$ cat config.mk
export PLATFORM = sky130hd
export DESIGN_NAME = tdc_bucket_encoder
export DESIGN_NICKNAME = d
export VERILOG_FILES = /design/src/rtl/tdc_enc_pkg.sv /design/src/rtl/tdc_sync_chain.sv /design/src/rtl/tdc_thermo_locate.sv /design/src/rtl/tdc_code_select.sv /design/src/rtl/tdc_bucket_encoder.sv
export SDC_FILE = /design/constraint.sdc
export NUM_CORES = 1
export LEC_CHECK = 0
export ABC_AREA = 1
export BUFFER_PORTS_ARGS = -buffer_cell sky130_fd_sc_hd__buf_2
export CAP_MARGIN = 5
export CELL_PAD_IN_SITES_DETAIL_PLACEMENT = 0
export CELL_PAD_IN_SITES_GLOBAL_PLACEMENT = 1
export CORE_AREA = 4 4 69 64
export CTS_BUF_LIST = sky130_fd_sc_hd__clkbuf_4 sky130_fd_sc_hd__clkbuf_8
export CTS_CLUSTER_SIZE = 16
export DETAILED_ROUTE_END_ITERATION = 16
export DIE_AREA = 0 0 73 68
export PLACE_DENSITY = 0.95
export SLEW_MARGIN = 15
export SYNTH_ARGS = -nofsm -noshare
export SYNTH_HDL_FRONTEND = slang
export SYNTH_HIERARCHICAL = 1
export SYNTH_SLANG_ARGS = --single-unit
$ cat constraint.sdc
create_clock -name clk -period 6.9 [get_ports clk]
set_clock_uncertainty 0.15 [all_clocks]
set_input_delay 0.69 -clock clk [delete_from_list [all_inputs] [get_ports clk]]
set_output_delay 0.69 -clock clk [all_outputs]
set_load 0.02 [all_outputs]
$ cat src/rtl/tdc_enc_pkg.sv
package tdc_enc_pkg;

  // Which of the four outcomes a bucket falls into.
  typedef enum logic [1:0] {
    CLS_NOLOCK     = 2'd0,
    CLS_START_HIGH = 2'd1,
    CLS_IDLE       = 2'd2,
    CLS_HIT        = 2'd3
  } bucket_cls_e;

  // The reserved codes occupy the top three values of a w-bit code.
  function automatic int reserved_code(input int w, input bucket_cls_e c);
    int top;
    top = (1 << w) - 1;
    case (c)
      CLS_NOLOCK:     reserved_code = top - 2;
      CLS_START_HIGH: reserved_code = top - 1;
      default:        reserved_code = top;
    endcase
  endfunction

endpackage

$ cat src/rtl/tdc_sync_chain.sv
module tdc_sync_chain #(
  parameter int STAGES = 2
) (
  input  logic clk,
  input  logic rst_n,
  input  logic d,
  output logic q
);
  localparam int WARM_W = $clog2(STAGES + 1);

  logic [STAGES-1:0] stage_q;

  generate
    for (genvar gi = 0; gi < STAGES; gi++) begin : g_stage
      always_ff @(posedge clk) begin
        if (!rst_n) stage_q[gi] <= 1'b0;
        else if (gi == 0) stage_q[gi] <= d;
        else stage_q[gi] <= stage_q[(gi == 0) ? 0 : gi - 1];
      end
    end
  endgenerate

  assign q = stage_q[STAGES-1];

  // Edges since reset, saturating at STAGES, so the delay check looks back
  // only into cycles that come after reset.
  logic [WARM_W-1:0] warm_q;
  always_ff @(posedge clk) begin
    if (!rst_n) warm_q <= '0;
    else if (warm_q != WARM_W'(STAGES)) warm_q <= warm_q + 1'b1;
  end

  p_sync_delay_r8: assert property (@(posedge clk) disable iff (!rst_n)
    (warm_q == WARM_W'(STAGES)) |-> (q == $past(d, STAGES)));

endmodule

$ cat src/rtl/tdc_thermo_locate.sv
module tdc_thermo_locate #(
  parameter int NTAP  = 50,
  parameter int BIN_W = 6
) (
  input  logic [NTAP-1:0]  taps,
  output logic [BIN_W-1:0] bin
);
  // zero_seen[i]: some tap below index i is 0.
  logic [NTAP:0]   zero_seen;
  logic [NTAP-1:0] first_zero;

  assign zero_seen[0] = 1'b0;

  generate
    for (genvar gi = 0; gi < NTAP; gi++) begin : g_scan
      assign first_zero[gi]    = ~taps[gi] & ~zero_seen[gi];
      assign zero_seen[gi + 1] = zero_seen[gi] | ~taps[gi];
    end
  endgenerate

  // The bin is the last 1 before the lowest 0. A snapshot with no 0 gives the top bin.
  always_comb begin
    bin = '0;
    for (int i = 1; i < NTAP; i++) begin
      if (first_zero[i]) bin = BIN_W'(i - 1);
    end
    if (!zero_seen[NTAP]) bin = BIN_W'(NTAP - 1);
  end

endmodule

$ cat src/rtl/tdc_code_select.sv
module tdc_code_select
  import tdc_enc_pkg::*;
#(
  parameter int CODE_W = 6
) (
  input  logic              locked,
  input  logic              start_high,
  input  logic              rise,
  input  logic [CODE_W-1:0] bin,
  output bucket_cls_e       cls,
  output logic [CODE_W-1:0] code_next
);
  // Priority order: lock first, then the start level, then the edge flag.
  always_comb begin
    if (!locked)         cls = CLS_NOLOCK;
    else if (start_high) cls = CLS_START_HIGH;
    else if (rise)       cls = CLS_HIT;
    else                 cls = CLS_IDLE;
  end

  always_comb begin
    if (cls == CLS_HIT) code_next = bin;
    else                code_next = CODE_W'(reserved_code(CODE_W, cls));
  end

endmodule

$ cat src/rtl/tdc_bucket_encoder.sv
module tdc_bucket_encoder
  import tdc_enc_pkg::*;
#(
  parameter int NTAP        = 50,
  parameter int CODE_W      = 6,
  parameter int SYNC_STAGES = 2
) (
  input  logic              clk,
  input  logic              rst_n,
  input  logic              dll_locked,
  input  logic              disc_raw,
  input  logic              rise_seen,
  input  logic [NTAP-1:0]   tap_snap,
  output logic [CODE_W-1:0] tdc_code
);
  localparam logic [CODE_W-1:0] C_NOLOCK = CODE_W'(reserved_code(CODE_W, CLS_NOLOCK));
  localparam logic [CODE_W-1:0] C_START  = CODE_W'(reserved_code(CODE_W, CLS_START_HIGH));
  localparam logic [CODE_W-1:0] C_IDLE   = CODE_W'(reserved_code(CODE_W, CLS_IDLE));

  // Named internal events, brought out for the checks below.
  logic              start_high_w;
  logic [CODE_W-1:0] bin_w;
  logic [CODE_W-1:0] code_next_w;
  bucket_cls_e       cls_w;

  tdc_sync_chain #(.STAGES(SYNC_STAGES)) sync_i (
    .clk  (clk),
    .rst_n(rst_n),
    .d    (disc_raw),
    .q    (start_high_w)
  );

  tdc_thermo_locate #(.NTAP(NTAP), .BIN_W(CODE_W)) locate_i (
    .taps(tap_snap),
    .bin (bin_w)
  );

  tdc_code_select #(.CODE_W(CODE_W)) select_i (
    .locked    (dll_locked),
    .start_high(start_high_w),
    .rise      (rise_seen),
    .bin       (bin_w),
    .cls       (cls_w),
    .code_next (code_next_w)
  );

  always_ff @(posedge clk) begin
    if (!rst_n) tdc_code <= C_NOLOCK;
    else        tdc_code <= code_next_w;
  end

  p_nolock_r2: assert property (@(posedge clk) disable iff (!rst_n)
    !dll_locked |=> (tdc_code == C_NOLOCK));

  p_start_high_r3: assert property (@(posedge clk) disable iff (!rst_n)
    (dll_locked && start_high_w) |=> (tdc_code == C_START));

  p_idle_r4: assert property (@(posedge clk) disable iff (!rst_n)
    (dll_locked && !start_high_w && !rise_seen) |=> (tdc_code == C_IDLE));

  p_hit_bin_r5: assert property (@(posedge clk) disable iff (!rst_n)
    (dll_locked && !start_high_w && rise_seen) |=> (tdc_code == $past(bin_w)));

  p_no_gap_r9: assert property (@(posedge clk) disable iff (!rst_n)
    (int'(tdc_code) < NTAP) || (tdc_code >= C_NOLOCK));

endmodule

Yosys cells after proc, flatten, opt, wreduce, memory -nomap -nowiden
Index checks and enable logic that the tools add are counted.
Widths: inputs -> output; s select.
{"block": "totals", "in_bits": 55, "reg_bits": 8, "out_inout_bits": 6}
{"block": "op_classes", "bitwise": 195, "reduce_logical": 1, "n_eq_ne": 2, "n_mux": 54}
{"op": "$mux 6", "n": 49}
{"op": "$not 1->1", "n": 98}
{"op": "$or 1x1->1", "n": 49}
{"op": "$and 1x1->1", "n": 48}
{"op": "$mux 2", "n": 2}
{"op": "$pmux 2 s2", "n": 1}
{"op": "$eq 2x1->1 const B", "n": 1}
{"op": "$eq 2x2->1 const B", "n": 1}
{"op": "$logic_not 2->1", "n": 1}
{"op": "$mux 1", "n": 2}

Logic depth before layout (Yosys ltp)
Gate-level depths: netlist (run 1).
{"block": "logic_depth", "depth_word": 54, "ltp_mapped": 30, "depth_no_buf": 30}

Hierarchy
The synthesis (run 1) kept the hierarchy.
{"module": "tdc_thermo_locate", "n_inst": 1, "area_per_inst_um2": 869.6, "seq_area_each_um2": 0.0, "cells_each": 152}
{"module": "tdc_bucket_encoder", "n_inst": 1, "area_per_inst_um2": 165.2, "seq_area_each_um2": 120.1, "cells_each": 18}
{"module": "tdc_code_select", "n_inst": 1, "area_per_inst_um2": 93.8, "seq_area_each_um2": 0.0, "cells_each": 20}
{"module": "tdc_sync_chain", "n_inst": 1, "area_per_inst_um2": 55.1, "seq_area_each_um2": 40.0, "cells_each": 6}

Worst setup path before layout (run 1)
No wires, ideal clock.
{"block": "synth_timing", "kind": "in2reg", "from": "input tap_snap[4]", "to": "register tdc_code[0]", "path_slack_ns": 3.226, "t_arrival_ns": 3.413, "setup_ns": 0.112, "stages": 29, "cell_sequence": "nand2_1 > nor2_2 > nand4_1 > nor2_2 > nand4_2 > nor2_2 > nand4_2 > nor2_2 > nand4_2 > nor2_2 > nand4_2 > nor2_2 > nand4_2 > nor2_2 > nand4_2 > nor2_4 > nand4_4 > nor2_4 > nand4_4 > nor2_4 > nand4_1 > nor2_1 > nor2_1 > nand2_1 > nor2_2 > nand2_1 > nand3_1 > inv_1 > nand2_1"}
{"block": "synth_between", "elab_chain_cells": 51, "elab_cells_between_ends": 186, "cone_classes": "mux: 48; bitwise: 138"}
{"element": "start: declaration", "line_no": "tdc_bucket_encoder.sv:13", "rtl": "input logic [NTAP-1:0] tap_snap,"}
{"element": "$not 1->1 (*)", "line_no": "tdc_thermo_locate.sv:16, tdc_thermo_locate.sv:17"}
{"element": "$or 1x1->1", "line_no": "tdc_thermo_locate.sv:17", "rtl": "assign zero_seen[gi + 1] = zero_seen[gi] | ~taps[gi];"}
{"element": "$or 1x1->1 / $not 1->1 (equally long branches)", "line_no": "tdc_thermo_locate.sv:17, tdc_thermo_locate.sv:16"}
{"element": "$or 1x1->1, or another cell as far along (6 in a row)", "line_no": "tdc_thermo_locate.sv:17"}
{"element": "$not 1->1, or another cell as far along", "line_no": "tdc_thermo_locate.sv:16", "rtl": "assign first_zero[gi] = ~taps[gi] & ~zero_seen[gi];"}
{"element": "$and 1x1->1, or another cell as far along", "line_no": "tdc_thermo_locate.sv:16"}
{"element": "$mux 6, or another cell as far along (36 in a row)", "line_no": "tdc_thermo_locate.sv:25", "rtl": "if (first_zero[i]) bin = BIN_W'(i - 1);"}
{"element": "$mux 6 / $and 1x1->1 (equally long branches)", "line_no": "tdc_thermo_locate.sv:25, tdc_thermo_locate.sv:16"}
{"element": "$mux 6", "line_no": "tdc_thermo_locate.sv:25"}
{"element": "$mux 6 (*)", "line_no": "tdc_thermo_locate.sv:27", "rtl": "if (!zero_seen[NTAP]) bin = BIN_W'(NTAP - 1);"}
{"element": "via bin_w[0]", "line_no": "tdc_bucket_encoder.sv:22", "rtl": "logic [CODE_W-1:0] bin_w;"}
{"element": "$mux 6 (*)", "line_no": "tdc_code_select.sv:22", "rtl": "if (cls == CLS_HIT) code_next = bin;"}
{"element": "via code_next_w[0]", "line_no": "tdc_bucket_encoder.sv:23", "rtl": "logic [CODE_W-1:0] code_next_w;"}
{"element": "end signal: assignment", "line_no": "tdc_bucket_encoder.sv:49", "rtl": "else tdc_code <= code_next_w;"}
{"element": "end: declaration", "line_no": "tdc_bucket_encoder.sv:14", "rtl": "output logic [CODE_W-1:0] tdc_code"}
The timed path passes the listed nets; every way through them passes the cells marked *.
A chain may end at the register's enable or synchronous reset.

Worst setup path in the final report (run 1)
{"block": "layout_timing", "from": "input tap_snap[0]", "to": "register tdc_code[0]"}
{"block": "layout_between", "elab_chain_cells": 54, "elab_cells_between_ends": 196, "cone_classes": "mux: 50; bitwise: 146"}
{"element": "$not 1->1 (*)", "line_no": "tdc_thermo_locate.sv:17"}
{"element": "$or 1x1->1 (*)", "line_no": "tdc_thermo_locate.sv:17"}
{"element": "$or 1x1->1 / $not 1->1 (equally long branches)", "line_no": "tdc_thermo_locate.sv:17, tdc_thermo_locate.sv:16"}
{"element": "$or 1x1->1, or another cell as far along (6 in a row)", "line_no": "tdc_thermo_locate.sv:17"}
{"element": "$not 1->1, or another cell as far along", "line_no": "tdc_thermo_locate.sv:16"}
{"element": "$and 1x1->1, or another cell as far along", "line_no": "tdc_thermo_locate.sv:16"}
{"element": "$mux 6, or another cell as far along (39 in a row)", "line_no": "tdc_thermo_locate.sv:25"}
{"element": "$mux 6 / $and 1x1->1 (equally long branches)", "line_no": "tdc_thermo_locate.sv:25, tdc_thermo_locate.sv:16"}
{"element": "$mux 6", "line_no": "tdc_thermo_locate.sv:25"}
{"element": "$mux 6 (*)", "line_no": "tdc_thermo_locate.sv:27"}
{"element": "via bin_w[0]", "line_no": "tdc_bucket_encoder.sv:22"}
{"element": "$mux 6 (*)", "line_no": "tdc_code_select.sv:22"}
{"element": "via code_next_w[0]", "line_no": "tdc_bucket_encoder.sv:23"}
Marked as above.

==> results.toml, run 1 <==
[global_route]
grt_overflow = 0
grt_antenna_before_repair = 0
grt_pass1_vias = 1253
grt.total_usage_pct = 11.96
grt_pass1_wl_um = 5043
grt_max_degree = 9

[sta]
hold_viol = 0
fin_crit_sh_pct = 57.34
fin_ws_ns = 2.943
worst_pin_slew_ns = 0.4400
clock.fmax_mhz = 252.7
max-slew-margin-rel_pct = 69.91
tns_ns = 0
rsz0062_at_grt = "no"
final-setup-viol-count = 0
min_period_ns = 3.957
maxSlewViolCount = 0

[setup_path]
end_kind = "register"
start_kind = "primary input"
cp_data_arrival_time_ns = 3.92
critPathTopFamily = "simple AND/OR/NAND/NOR gates"
critPathMaxStageDelay_ns = 0.18
critPathMaxFanout = 4
slowest_stage = "nand3_1"
crit_type = "in -> reg"
cpMostUsedCell = "nor2_1"
path_buf_inv = 2
critical_path_required_ns = 6.86

[routing]
vias = 1447
drc = 0
first_iter_violations = 55
drt-total-wl_um = 3055
final_antenna_net_count = 0
routedWlPerCell_um = 10.08
dr.pass1.iters = 4
via_per_inst = 4.776

[clock_tree]
cts_tree = "yes"
cts_resized = 0
cts_buffers = 3
cts.path.max_buffers = 2
insertion_delay_ns = 0.22
post-cts-setup-buffer-count = 0
cts_sinks = 8
clk_pin_slew_ns = 0.04
root_buffer = "clkbuf_8"
cts_hold_buf = 0
cts.htree.levels = 1

[floorplan]
core_mm2 = 0.003705
dieArea_mm2 = 0.004964
initial_core_util_pct = 31.64
fp.dieH_um = 68
io_pins = 61
num_rows = 21
dieWidth_um = 73

[logic_synthesis]
syn_area_mm2 = 0.001172
syn-num-nets = 249
syn_area_per_cell_um2 = 6.043
netlist_instances = 194
yosys_warnings = 6

[power_and_ir_drop]
p_leak_uw = 0.0008698
power_density_mw_per_mm2 = 94.04
ir_drop_uv = 58.65
p_total_uw = 147.8

[layout]
regArea_um2 = 160.2
final_nets = 314
antenna_cells = 0
final_area_mm2 = 0.001572
drive_above_1_share_pct = 34.63
fillCellCount = 407
area_growth_pct = 34.05
instances_no_fill = 303
multiInputGateArea_um2 = 820.8

[flow_run]
drv_cap = 0

[placement]
hpwlAfterDp_um = 2834
dp_cells = 300
place_ws_ns = 2.697
routabilityCongestion = 0.7956
io_buffers = 60
postPlaceCellArea_mm2 = 0.001530

[min_path]
hold_class = "reg -> reg"

[outcome]
outcome = "completed"
[routing by layer]
| layer | global-route usage (%) | wire length [um] |
|---|---|---|
| met4 | 1.382 | 0 |
| met2 | 19.87 | 1338 |
| met5 | 0 | 0 |
| met1 | 17.29 | 1501 |
| met3 | 0.8811 | 214 |
[power by group]
group | internal [uW] | total [uW] | leakage [uW] | switching [uW]
logic | 18.5 | 46.6 | 0.000782 | 28.1
registers | 48.6 | 49.1 | 0.0000660 | 0.528
clock network | 37.5 | 52.1 | 0.0000216 | 14.7
total | 104 | 148 | 0.000870 | 43.3
[path summary, 6_finish.rpt]
check,startpoint,end,slack [ns],cells past startpoint
max,tap_snap[0],tdc_code[0],2.94,30
min,sync_i/stage_q[0],sync_i/q,0.27,2
max reg2reg,sync_i/q,tdc_code[4],5.91,6
min reg2reg,sync_i/stage_q[0],sync_i/q,0.27,2
[metrics by stage]
step           hold WS, ns  util [%]
2_1_floorplan       0.2400         -
3_3_place_gp        0.2445     41.30
3_5_place_dp        0.2542     41.30
4_1_cts             0.2677     42.42
5_1_grt             0.2978     42.42
6_report            0.2662     42.42
[area by class of cell]
| type | instances | area share (%) |
|---|---|---|
| Sequential cell | 8 | 10.19 |
| Inverter | 51 | 12.18 |
| Clock buffer | 3 | 2.627 |
| Timing Repair Buffer | 60 | 19.11 |
| Multi-Input combinational cell | 135 | 52.23 |
| Tap cell | 46 | 3.662 |
[placed cells by master (no fill, tap or decap), types with 2 or more instances in the layout]
cell type,count
o21ai_0,2
inv_1,49
buf_2,60
o41ai_1,3
a21oi_1,6
nand4_2,6
a2111oi_0,2
nand4_1,17
nand4_4,2
clkbuf_8,3
dfxtp_1,8
nor2_4,4
nor2_1,25
nand2_1,31
nor4_1,4
o2111ai_1,4
nand3b_1,5
nor2_2,8
nand3_1,6
inv_2,2
[sequential cells by signal, summed over array words and instances, names as in the netlist]
| name | flops |
|---|---|
| tdc_code | 6 |
| sync_i/q | 1 |
| sync_i/stage_q | 1 |
[worst reg2reg max path, stage by stage, from the launching register on]
cell     delay [ns]
dfxtp_1        0.32
inv_2          0.08
nand2_2        0.06
nor2_4         0.11
nand2_1        0.06
inv_1          0.05
nand2_1        0.04
(Power assumes the default switching activity.)
==> run 2, diff against run 1 <==
--- a/config.mk
+++ b/config.mk
@@ -10,12 +10,12 @@
 export CAP_MARGIN = 5
 export CELL_PAD_IN_SITES_DETAIL_PLACEMENT = 0
 export CELL_PAD_IN_SITES_GLOBAL_PLACEMENT = 1
-export CORE_AREA = 4 4 69 64
+export CORE_AREA = 4 4 75 70
 export CTS_BUF_LIST = sky130_fd_sc_hd__clkbuf_4 sky130_fd_sc_hd__clkbuf_8
 export CTS_CLUSTER_SIZE = 16
 export DETAILED_ROUTE_END_ITERATION = 16
-export DIE_AREA = 0 0 73 68
-export PLACE_DENSITY = 0.95
+export DIE_AREA = 0 0 79 74
+export PLACE_DENSITY = 0.86
 export SLEW_MARGIN = 15
 export SYNTH_ARGS = -nofsm -noshare
 export SYNTH_HDL_FRONTEND = slang
==> constraint.sdc (replaced) <==
create_clock -name clk -period 3.28 [get_ports clk]
set_clock_uncertainty 0.15 [all_clocks]
set_input_delay 0.328 -clock clk [delete_from_list [all_inputs] [get_ports clk]]
set_output_delay 0.328 -clock clk [all_outputs]
set_load 0.02 [all_outputs]
==> run 2 against run 1 <==
The run now ends with negative setup slack left. Die area up 18%. Sequential share of layout area down 1.6 points. Register-to-register slack worse by 3.6 ns. Routed wire length up 20%. Setup slack worse by 3.1 ns. Global-route usage up 0.37 points. Non-clock buffer count up 25. Final area up 19%. Sequential cell count unchanged. Combinational power up 150%. Critical path type unchanged. Highest routed layer is now met4.
==> results.toml, run 2 (synthesis gave the netlist of run 1 again) <==
[placement]
io_buffers = 60
postPlaceCellArea_mm2 = 0.001708
hpwlAfterDp_um = 3120
routabilityCongestion = 0.8171

[sta]
maxSlewViolCount = 0
worst_pin_slew_ns = 0.4867
min_period_ns = 3.442
fin_ws_ns = -0.1625
tns_ns = -0.3583
fin_crit_sh_pct = 105.0
hold_viol = 0
final-setup-viol-count = 5
clock.fmax_mhz = 290.5
max-slew-margin-rel_pct = 67.13
rsz0062_at_grt = "yes"

[setup_path]
cpMostUsedCell = "nand4_1"
worstSetupEndpoint = "tdc_code[0]"
start_kind = "primary input"
critPathMaxFanout = 3
r2r-end = "tdc_code[4]"
startpoint = "tap_snap[2]"
timing.reg2reg.setup_slack_ns = 2.31
end_kind = "register"
critical_path_required_ns = 3.25
slowest_stage = "nor2_1"
critPathMaxStageDelay_ns = 0.15
r2r-start = "sync_i/q"
reg2reg_depth = 6
crit_type = "in -> reg"
cp_data_arrival_time_ns = 3.41

[routing]
via_per_inst = 4.517
dr.pass1.iters = 4
drt-total-wl_um = 3668
vias = 1554
first_iter_violations = 43
drc = 0
final_antenna_net_count = 0
routedWlPerCell_um = 10.66

[clock_tree]
clk_pin_slew_ns = 0.04
cts_hold_buf = 0
cts.htree.levels = 1
root_buffer = "clkbuf_8"
cts_tree = "yes"
cts_sinks = 8
cts_buffers = 3
cts.path.max_buffers = 2
insertion_delay_ns = 0.23

[power_and_ir_drop]
p_seq_share_pct = 30.7
p_leak_uw = 0.001006
switchingPower_uw = 103.5
switching_share_pct = 30.83
intPower_uw = 232.2
combPwrFrac_pct = 34.3
clkPwrFrac_pct = 34.9
power_density_mw_per_mm2 = 180.2
ir_drop_uv = 78.47

[global_route]
grt_overflow = 0
grt_pass1_vias = 1493
grt_max_degree = 9
grt_antenna_before_repair = 0
grt.total_usage_pct = 12.33
grt_pass1_wl_um = 6003

[floorplan]
dieWidth_um = 79
core_mm2 = 0.004432
initial_core_util_pct = 26.45
io_pins = 61
fp.dieH_um = 74
num_rows = 23
dieArea_mm2 = 0.005846

[outcome]
outcome = "finished with violations"
violations = "negative setup slack"

[layout]
final_common_cell = "buf_2"
antenna_cells = 0
final_nets = 339
drive_above_1_share_pct = 43.62
largest_reg_flops = 6
area_growth_pct = 58.91
final_cell_mix = "buf_2 (55), inv_1 (47), nand2_1 (29)"
top_register = "tdc_code"
final_area_mm2 = 0.001863

[flow_run]
drv_cap = 0

[min_path]
hold_class = "in -> reg"
## run 2: cell types whose count changed in the layout (fill, tap and decap cells not counted), moves of 3 or more
| cell | delta |
|---|---|
| buf_4 | +24 |
| buf_8 | +3 |
| buf_6 | +3 |
| buf_2 | -5 |
## run 2: routing by layer
layer	wire length (um)	vias up	GRT usage (%)
met1	1734	675	16.23
met4	38	0	2.863
met2	1683	39	21.21
met5	0	-	0
li1	-	835	-
met3	212	5	2.179
## run 2: worst max-delay path, delay by kind of cell
family        cells  cell delay [ns]
simple gates     27             2.79
buf+inv           4             0.29
## run 2: power by group through the flow
stage / Clock, uW / Combinational, uW / Sequential (uW)
3_3_place_gp: 0 / 103 / 105
3_5_place_dp: 0 / 104 / 105
5_1_grt: 128 / 128 / 103
6_report: 117 / 115 / 103
2_1_floorplan: 0 / 32.3 / 109
4_1_cts: 120 / 110 / 103
## run 2: what timing repair did
action	in CTS	in global routing
setup buffers	3	2
gates resized for setup	11	10
endpoints found under the setup margin	5	5
pin swaps	0	4
## run 2: worst min path at each step
stage	slack (ns)	startpoint	cells past startpoint	to
3_3_place_gp	0.25	sync_i/stage_q[0]	2	sync_i/q
4_1_cts	0.13	disc_raw	3	sync_i/stage_q[0]
2_1_floorplan	0.24	sync_i/stage_q[0]	2	sync_i/q
5_1_grt	0.14	disc_raw	3	sync_i/stage_q[0]
3_5_place_dp	0.26	sync_i/stage_q[0]	2	sync_i/q
6_report	0.13	disc_raw	3	sync_i/stage_q[0]
## run 2: final cells by class
| class | count | area, um^2 |
|---|---|---|
| flip-flops and latches | 8 | 160.2 |
| well taps | 62 | 77.57 |
| fillers | 502 | 2569 |
| inverters | 51 | 191.4 |
| clock buffers | 3 | 41.29 |
| repair buffers | 85 | 534.3 |
| multi-input cells | 135 | 858.3 |
## run 2: per-stage QoR
| step | setup slack (ns) | hold slack, ns | std cells | power, uW | util, % |
|---|---|---|---|---|---|
| 2_1_floorplan | -0.03236 | 0.2400 | 194 | 141.3 | - |
| 3_3_place_gp | -0.3389 | 0.2548 | 337 | 208.1 | 38.54 |
| 3_5_place_dp | -0.4592 | 0.2595 | 337 | 208.5 | 38.54 |
| 4_1_cts | -0.1512 | 0.1252 | 343 | 332.9 | 40.91 |
| 5_1_grt | -0.6509 | 0.1355 | 344 | 359.1 | 42.04 |
| 6_report | -0.1625 | 0.1274 | 344 | 335.7 | 42.04 |
